==> src/rtl/pgdram_pkg.sv <==
package pgdram_pkg;

  typedef enum logic [2:0] {
    ST_IDLE,
    ST_ROWSET,
    ST_ROW,
    ST_COLSET,
    ST_COL,
    ST_CPRE,
    ST_OPEN,
    ST_PRECH
  } pg_state_e;

  function automatic int imax(input int a, input int b);
    return (a > b) ? a : b;
  endfunction

endpackage

==> src/rtl/pgdram_countdown.sv <==
module pgdram_countdown #(
  parameter int W = 4
) (
  input  logic         clk,
  input  logic         rst_n,
  input  logic         load,
  input  logic [W-1:0] load_val,
  output logic         done
);

  logic [W-1:0] cnt_q, cnt_d;

  always_comb begin
    cnt_d = cnt_q;
    if (load)            cnt_d = load_val;
    else if (cnt_q != '0) cnt_d = cnt_q - 1'b1;
  end

  always_ff @(posedge clk or negedge rst_n) begin
    if (!rst_n) cnt_q <= '0;
    else        cnt_q <= cnt_d;
  end

  assign done = (cnt_q == '0);

endmodule

==> src/rtl/pgdram_ras_timer.sv <==
module pgdram_ras_timer #(
  parameter int RAS_MAX = 2500,
  parameter int LIMIT   = 2000
) (
  input  logic clk,
  input  logic rst_n,
  input  logic ras_low,
  output logic expired
);

  localparam int W = $clog2(RAS_MAX + 2);
  localparam logic [W-1:0] SAT = W'(RAS_MAX + 1);

  logic [W-1:0] cnt_q, cnt_d;
  logic         cnt_en;

  assign cnt_en = !ras_low || (cnt_q != SAT);

  always_comb begin
    cnt_d = cnt_q;
    if (!ras_low) cnt_d = '0;
    else          cnt_d = cnt_q + 1'b1;
  end

  always_ff @(posedge clk or negedge rst_n) begin
    if (!rst_n)      cnt_q <= '0;
    else if (cnt_en) cnt_q <= cnt_d;
  end

  assign expired = (cnt_q > W'(LIMIT));

endmodule

==> src/rtl/pgdram_ctrl.sv <==
module pgdram_ctrl
  import pgdram_pkg::*;
#(
  parameter int ROW_W   = 9,
  parameter int COL_W   = 9,
  parameter int DATA_W  = 16,
  parameter int T_RAH   = 3,
  parameter int T_RAC   = 15,
  parameter int T_CAC   = 4,
  parameter int T_CP    = 3,
  parameter int T_PC    = 10,
  parameter int T_RP    = 10,
  parameter int RAS_MAX = 2500
) (
  input  logic                   clk,
  input  logic                   rst_n,
  input  logic                   req_valid,
  output logic                   req_ready,
  input  logic                   req_write,
  input  logic [ROW_W+COL_W-1:0] req_addr,
  input  logic [DATA_W-1:0]      req_wdata,
  input  logic [1:0]             req_be,
  output logic                   rsp_valid,
  output logic [DATA_W-1:0]      rsp_rdata,
  input  logic                   ref_req,
  output logic                   ref_gnt,
  output logic                   dram_ras_n,
  output logic                   dram_ucas_n,
  output logic                   dram_lcas_n,
  output logic                   dram_we_n,
  output logic                   dram_oe_n,
  output logic [ROW_W-1:0]       dram_addr,
  output logic [DATA_W-1:0]      dram_dq_out,
  output logic                   dram_dq_oe,
  input  logic [DATA_W-1:0]      dram_dq_in
);

  localparam int ADDR_W    = ROW_W + COL_W;
  localparam int HALF      = DATA_W / 2;
  localparam int N_FIRST   = imax(imax(T_CAC, T_RAC - T_RAH - 1), 1);
  localparam int N_PAGE    = imax(imax(T_CAC, T_PC - T_CP - 2), 1);
  localparam int PAGE_SPAN = N_PAGE + T_CP + 2;
  localparam int LIMIT     = RAS_MAX - PAGE_SPAN - 1;
  localparam int CNT_MAX   = imax(imax(N_FIRST, T_RP), imax(T_RAH, T_CP));
  localparam int CNT_W     = $clog2(CNT_MAX + 1);

  // reset: asserted asynchronously, released on the clock
  logic rst_meta, rst_n_s;
  always_ff @(posedge clk or negedge rst_n) begin
    if (!rst_n) begin
      rst_meta <= 1'b0;
      rst_n_s  <= 1'b0;
    end else begin
      rst_meta <= 1'b1;
      rst_n_s  <= rst_meta;
    end
  end

  pg_state_e            state_q, state_d;
  logic [ROW_W-1:0]     row_q;
  logic [COL_W-1:0]     col_q;
  logic                 wr_q, first_q;
  logic [1:0]           be_q;
  logic [DATA_W-1:0]    wdata_q;
  logic                 rsp_valid_q;
  logic [DATA_W-1:0]    rsp_rdata_q;

  logic                 cnt_load, cnt_done, expired, same_row, accept, capture;
  logic [CNT_W-1:0]     cnt_val;

  pgdram_countdown #(.W(CNT_W)) u_cnt (
    .clk(clk), .rst_n(rst_n_s), .load(cnt_load), .load_val(cnt_val), .done(cnt_done)
  );

  pgdram_ras_timer #(.RAS_MAX(RAS_MAX), .LIMIT(LIMIT)) u_ras_tmr (
    .clk(clk), .rst_n(rst_n_s), .ras_low(!dram_ras_n), .expired(expired)
  );

  assign same_row  = (req_addr[ADDR_W-1:COL_W] == row_q);
  assign req_ready = !ref_req &&
                     ((state_q == ST_IDLE) || ((state_q == ST_OPEN) && same_row && !expired));
  assign accept    = req_valid && req_ready;
  assign capture   = (state_q == ST_COL) && cnt_done && !wr_q;

  // next-state
  always_comb begin
    state_d  = state_q;
    cnt_load = 1'b0;
    cnt_val  = '0;
    unique case (state_q)
      ST_IDLE:   if (accept) state_d = ST_ROWSET;
      ST_ROWSET: begin
        state_d  = ST_ROW;
        cnt_load = 1'b1;
        cnt_val  = CNT_W'(T_RAH - 1);
      end
      ST_ROW:    if (cnt_done) state_d = ST_COLSET;
      ST_COLSET: begin
        state_d  = ST_COL;
        cnt_load = 1'b1;
        cnt_val  = first_q ? CNT_W'(N_FIRST - 1) : CNT_W'(N_PAGE - 1);
      end
      ST_COL: if (cnt_done) begin
        state_d  = ST_CPRE;
        cnt_load = 1'b1;
        cnt_val  = CNT_W'(T_CP - 1);
      end
      ST_CPRE:   if (cnt_done) state_d = ST_OPEN;
      ST_OPEN: begin
        if (accept) begin
          state_d = ST_COLSET;
        end else if (ref_req || expired || req_valid) begin
          state_d  = ST_PRECH;
          cnt_load = 1'b1;
          cnt_val  = CNT_W'(T_RP - 1);
        end
      end
      ST_PRECH:  if (cnt_done) state_d = ST_IDLE;
      default:   state_d = ST_IDLE;
    endcase
  end

  // registers
  always_ff @(posedge clk or negedge rst_n_s) begin
    if (!rst_n_s) begin
      state_q     <= ST_IDLE;
      row_q       <= '0;
      col_q       <= '0;
      wr_q        <= 1'b0;
      first_q     <= 1'b0;
      be_q        <= '0;
      wdata_q     <= '0;
      rsp_valid_q <= 1'b0;
      rsp_rdata_q <= '0;
    end else begin
      state_q     <= state_d;
      rsp_valid_q <= capture;
      if (accept) begin
        row_q   <= req_addr[ADDR_W-1:COL_W];
        col_q   <= req_addr[COL_W-1:0];
        wr_q    <= req_write;
        be_q    <= req_be;
        wdata_q <= req_wdata;
        first_q <= (state_q == ST_IDLE);
      end
      if (capture) begin
        rsp_rdata_q <= {be_q[1] ? dram_dq_in[DATA_W-1:HALF] : {HALF{1'b0}},
                        be_q[0] ? dram_dq_in[HALF-1:0]      : {HALF{1'b0}}};
      end
    end
  end

  // pin decode
  logic row_phase, col_phase, ras_on;
  assign ras_on    = (state_q == ST_ROW) || (state_q == ST_COLSET) || (state_q == ST_COL) ||
                     (state_q == ST_CPRE) || (state_q == ST_OPEN);
  assign row_phase = (state_q == ST_IDLE) || (state_q == ST_ROWSET) ||
                     (state_q == ST_ROW)  || (state_q == ST_PRECH);
  assign col_phase = (state_q == ST_COLSET) || (state_q == ST_COL);

  assign dram_ras_n  = !ras_on;
  assign dram_addr   = row_phase ? row_q : ROW_W'(col_q);
  assign dram_ucas_n = !((state_q == ST_COL) && be_q[1]);
  assign dram_lcas_n = !((state_q == ST_COL) && be_q[0]);
  assign dram_we_n   = !(col_phase && wr_q);
  assign dram_oe_n   = !((state_q == ST_COL) && !wr_q);
  assign dram_dq_oe  = col_phase && wr_q;
  assign dram_dq_out = wdata_q;
  assign ref_gnt     = (state_q == ST_IDLE) && ref_req && rst_n_s;
  assign rsp_valid   = rsp_valid_q;
  assign rsp_rdata   = rsp_rdata_q;

endmodule

==> config.mk <==
export PLATFORM = sky130hd
export DESIGN_NAME = pgdram_ctrl
export DESIGN_NICKNAME = d
export VERILOG_FILES = /design/src/rtl/pgdram_pkg.sv /design/src/rtl/pgdram_countdown.sv /design/src/rtl/pgdram_ras_timer.sv /design/src/rtl/pgdram_ctrl.sv
export SDC_FILE = /design/constraint.sdc
export NUM_CORES = 1
export LEC_CHECK = 0
export CAP_MARGIN = 20
export CORE_MARGIN = 1
export CORE_UTILIZATION = 45
export CTS_BUF_LIST = sky130_fd_sc_hd__clkbuf_4
export CTS_CLUSTER_SIZE = 25
export DETAILED_ROUTE_END_ITERATION = 7
export HOLD_SLACK_MARGIN = 0.05
export PLACE_DENSITY = 0.84
export SLEW_MARGIN = 20
export SYNTH_ARGS = -nofsm -noshare
export SYNTH_HDL_FRONTEND = slang
export SYNTH_HIERARCHICAL = 1
export SYNTH_SLANG_ARGS = --single-unit
==> constraint.sdc <==
create_clock -name clk -period 6.4 [get_ports clk]
set_clock_uncertainty 0.2 [all_clocks]
set_input_delay 0.96 -clock clk [delete_from_list [all_inputs] [get_ports clk]]
set_output_delay 0.96 -clock clk [all_outputs]
set_load 0.02 [all_outputs]
After elaboration in Yosys (flattened, before gate mapping)

Index checks and enable logic that the tools add are counted.

$add $sub $neg: 2
Magnitude comparators: 1
Eq/ne operators: 15
Multiplexer cells: 23
Reduce and logical (&&, ||, !) cells: 38

Operator list:

| operator                | number |
|---|---|
| $pmux W3 S8             | 1 |
| $mux W3                 | 7 |
| $mux W4                 | 5 |
| $mux W8                 | 2 |
| $pmux W4 S4             | 1 |
| $add A12 B1 Y12 const B | 1 |
| $eq A3 B3 Y1 const B    | 4 |
| $gt A12 B12 Y1 const B  | 1 |
| $logic_and A1 B1 Y1     | 12 |
| $logic_or A1 B1 Y1      | 12 |
| $mux W12                | 1 |
| $ne A12 B12 Y1 const B  | 1 |
| $ne A2 B2 Y1 const B    | 5 |
| $eq A9 B9 Y1            | 1 |
| $mux W9                 | 1 |
| $logic_not A1 Y1        | 8 |
| $eq A3 B2 Y1 const B    | 2 |
| $reduce_and A6 Y1       | 1 |
| $logic_not A4 Y1        | 1 |
| $reduce_bool A4 Y1      | 1 |
| $sub A4 B1 Y4 const B   | 1 |
| $eq A3 B1 Y1 const B    | 1 |
| $logic_not A3 Y1        | 1 |
| $mux W1                 | 3 |
| 5 further kinds         | 5 |

Register bits: 76
Bits of input ports: 57
Output and inout port bits: 50
Word-level logic and storage cells: 92

Depth between registers and ports, before layout

Word-level depth: 9
Depth in mapped cells: 13
Gate-level depth less buffers: 11

By module

The synthesis kept the hierarchy.

Modules (own cells, without submodules):

| module           | times used | cells an instance | area each (µm²) | sequential area each (µm²) |
|---|---|---|---|---|
| pgdram_ctrl      | 1          | 461               | 4,105.2         | 1,501.4 |
| pgdram_ras_timer | 1          | 74                | 703.2           | 300.3 |
| pgdram_countdown | 1          | 22                | 234.0           | 100.1 |

Worst setup path after synthesis

Ideal clock, no wire load.

Path type: register to output
From: register rst_n_s
To: output ref_gnt
Data arrival time: 2,376 ps
Data required time: 5,240 ps
Path slack: 2,864 ps
Cell stages (with the launch flop): 3
Path buffers: 0
Path through: dfrtp_1 > nand2_1 > nor2_1

Cells in the longest elaborated chain, start to end: 1

Ends and longest elaborated chain:

| item                   | line               | text |
|---|---|---|
| from (decl)            | pgdram_ctrl.sv:48  | `logic rst_meta, rst_n_s;` |
| from (signal assigned) | pgdram_ctrl.sv:55  | `rst_n_s <= rst_meta;` |
| $logic_and A1 B1 Y1    | pgdram_ctrl.sv:169 | `assign ref_gnt = (state_q == ST_IDLE) && ref_req && rst_n_s;` |
| to (decl)              | pgdram_ctrl.sv:26  | `output logic ref_gnt,` |

Every way passes these cells.

Final worst setup path

From: register u_ras_tmr.cnt_q[1]
To: output req_ready

Cells in the longest elaborated chain, start to end: 5

Ends and longest elaborated chain:

| item                   | line                   | text |
|---|---|---|
| from (decl)            | pgdram_ras_timer.sv:14 | `logic [W-1:0] cnt_q, cnt_d;` |
| from (signal assigned) | pgdram_ras_timer.sv:27 | `else if (cnt_en) cnt_q <= cnt_d;` |
| $gt A12 B12 Y1         | pgdram_ras_timer.sv:30 | `assign expired = (cnt_q > W'(LIMIT));` |
| named net expired      | pgdram_ctrl.sv:68      | `logic cnt_load, cnt_done, expired, same_row, accept, capture;` |
| $logic_not A1 Y1       | pgdram_ctrl.sv:81      | `((state_q == ST_IDLE) \|\| ((state_q == ST_OPEN) && same_row && !expired));` |
| $logic_and A1 B1 Y1    | pgdram_ctrl.sv:81      |  |
| $logic_or A1 B1 Y1     | pgdram_ctrl.sv:81      |  |
| $logic_and A1 B1 Y1    | pgdram_ctrl.sv:80      | `assign req_ready = !ref_req &&` |
| to (decl)              | pgdram_ctrl.sv:18      | `output logic req_ready,` |

The timed path passes the listed nets, and every way through them passes these cells.

==> metrics.cfg <==
[status]
status = finished, final reports clean

[floorplanning]
pin_count = 107
die_width_um = 107.9
die_h_um = 107.9
initial_core_util = 0.4631
num_rows = 38
core_um2 = 10890
die-area_um2 = 11630

[clock_network]
cts_hold_buf = 0
cts_setup_buffers = 0
clockRootBuffer = clkbuf_4
cts_resized = 0
numCtsBuffers = 9
h-tree-depth = 3
cts.clk_slew.worst_paths_ns = 0.15
cts.sinks = 76
clk_path_buf_depth = 2
clock_latency_ns = 0.44
tritoncts = built

[sta]
rsz0062_at_grt = no
finalMaxSlewViolations = 0
relSlewSlack = 0.2746
period_share = 0.7425
fmax_ghz = 0.2104
finalSetupViolations = 0
fin_hold_ws_ns = 0.1898
final-hold-violation-count = 0
finalSetupTns_ns = 0
worst_pin_slew_ns = 1.088
layout_min_cycle_time_ns = 4.752
finalWorstSetupSlack_ns = 1.648

[global_routing]
grt-ovfl-total = 0
grt_pass1_vias = 4322
grtUsageMet1 = 0.3030
grt_use_met3 = 0.03148
grt_max_degree = 113
grt.total_usage = 0.2203
busiest_layer = met2
antenna_found_initial = 1
grt_pass1_wl_mm = 20.48
met2_usage = 0.3494

[power]
power_switching_share = 0.4289
power.switching_uw = 702.6
p_leak_uw = 0.002147
pwr-share-comb = 0.448
powerDensity_nw_per_um2 = 265.4
internal-power_uw = 935.7
ir_drop_v = 0.0001902
clkPwrFrac = 0.179
seqPwrFrac = 0.373

[drt]
routed_via_density = 6.153
drt-pass1-iter-count = 5
drc = 0
drtAntennaViolNets = 0
routed_wl_mm = 12.60
vias = 4707
drt_iter0_markers = 345
routedWlPerCell_um = 16.48

[synthesis]
syn_area_um2 = 5042
synth-seq-area-share = 0.3772
synth.yosys.warnings = 6
syn_inst = 557
syn_area_per_cell_um2 = 9.053
ys_ff_latch = 76
yosysUniqueCellTypes = 53
syn-num-nets = 620

[critical_path]
start_kind = flop
worst-setup-path-type = reg -> out
cp_data_required_time_ns = 5.24
cp.arrival_ns = 3.59
cp_max_fo = 74
critPathCaptureType = output pin

[cells_and_area]
finalNetCount = 682
syn_to_final_growth_pct = 22.43
drive_above_1_share = 0.08654
finish.utilization = 0.5670
fillers = 937
regArea_um2 = 1906
multi_input_area_um2 = 2798

[place]
detailed_place_hpwl_mm = 7.962
portBuffers = 106
dpl_worst_slack_ns = 1.963
place.gp.congestion = 0.7931

[hold_path]
hp-class = reg -> reg

[job]
drv_cap = 0

power by group through the flow:
| stage | combinational, uW | clock [uW] | sequential [uW] |
|---|---|---|---|
| 4_1_cts | 736 | 300 | 610 |
| 3_3_place_gp | 700 | 0 | 614 |
| 6_report | 734 | 294 | 610 |
| 5_1_grt | 807 | 323 | 622 |
| 2_1_floorplan | 559 | 0 | 594 |
| 3_5_place_dp | 735 | 0 | 619 |
cells in the mapped netlist, drive strengths merged:
cell type	count	area share
a31oi	36	0.045
o21ba	1	0.0020
o211ai	36	0.054
o31ai	3	0.0045
or4	40	0.060
or3	6	0.0074
clkbuf	39	0.029
inv	14	0.010
o21bai	1	0.0015
nor3b	2	0.0052
nand3	46	0.048
mux2i	5	0.0099
nor2	11	0.0082
or2	1	0.0012
xor2	2	0.0035
conb	1	0.00074
dfrtp	76	0.38
nand2	48	0.036
xnor2	11	0.021
nand4	2	0.0025
a21oi	11	0.011
a211o	1	0.0017
buf	22	0.031
nor4	2	0.0037
o21a	1	0.0015
mux2	11	0.025
nand2b	3	0.0037
nor2b	2	0.0025
or4b	3	0.0067
and4bb	1	0.0025
a41oi	1	0.0017
o2bb2ai	36	0.063
nand4bb	1	0.0022
o221ai	1	0.0017
a211oi	1	0.0015
nand3b	36	0.054
o21ai	29	0.036
a221o	1	0.0020
ha	6	0.015
nor3	5	0.0072
o22ai	2	0.0025
critical path, cell delays in order (launching register included):
cell and delay, ns:
dfrtp_1 0.45, inv_1 0.10, ha_1 0.17, o21bai_1 0.08, a41oi_1 0.24, o21ai_0 0.16, and4bb_1 0.33, nand3_2 0.07
buf_4 0.32, or3_1 0.44, a21oi_1 0.15, clkdlybuf4s50_1 0.63
sequential cells by signal, summed over array words and instances, names as in the netlist, 2 cells and up:
register and cells:
be_q 2, u_cnt/cnt_q 4, u_ras_tmr/cnt_q 12, rsp_rdata 16, state_q 3, row_q 9
dram_dq_out 16, col_q 9
kinds of logic (layout without fill, tap and decap cells):
kind of cell	Yosys count	in the layout	synth area share
AND/OR/NAND/NOR	209	209	0.2496
AO/OA/AOI/OAI	161	161	0.2285
flip-flops	76	76	0.3772
buffers and inverters	75	142	0.07047
multiplexers	16	16	0.03449
XOR/XNOR	13	13	0.02407
adder cells (fa/ha/maj)	6	6	0.01489
other	1	2	0.0007437
metal layers:
metal / vias up / share of wire
met2: 166 / 0.48
met4: 0 / 0.016
li1: 2261 / -
met5: - / 0
met3: 19 / 0.057
met1: 2261 / 0.44
path summary, 6_finish.rpt:
kind	cells past startpoint	startpoint	end	slack [ns]
worst max-delay path	11	u_ras_tmr/cnt_q[1]	req_ready	1.65
worst min register to register	0	rst_meta	rst_n_s	0.19
max in group asynchronous	0	rst_n_s	dram_dq_out[2]	5.08
worst min-delay path	0	rst_meta	rst_n_s	0.19
worst max register to register	12	u_ras_tmr/cnt_q[1]	u_cnt/cnt_q[3]	2.81
min in group asynchronous	0	rst_n_s	row_q[0]	0.28
layout by cell type (no fill, tap or decap), drive strengths merged, types with 11 or more instances in the layout:
cell type      Yosys  layout
o211ai            36      36
nand3             46      46
o2bb2ai           36      36
xnor2             11      11
clkdlybuf4s50      0     106
nor2              11      11
a21oi             11      11
nand3b            36      36
nand2             48      48
dfrtp             76      76
or4               40      40
o21ai             29      29
a31oi             36      36
mux2              11      11
inv               14      19
area by class of cell:
cell class | count | share of cell area
timing repair buffer | 112 | 0.1792
clock buffer | 9 | 0.01094
antenna | 1 | 0.0004054
sequential | 76 | 0.3087
inverter | 14 | 0.008512
tap | 140 | 0.02837
clock inverter | 7 | 0.01074
multi-input combinational | 406 | 0.4532
metrics by stage:
stage,total power [uW],cell area [um^2],std cells
after detailed placement,1354,6037,748
after global placement,1314,6037,748
after global routing,1752,6173,765
after CTS,1647,6171,764
after floorplan,1153,5042,557
final,1638,6173,765
Power figures use the tool's default switching activity.
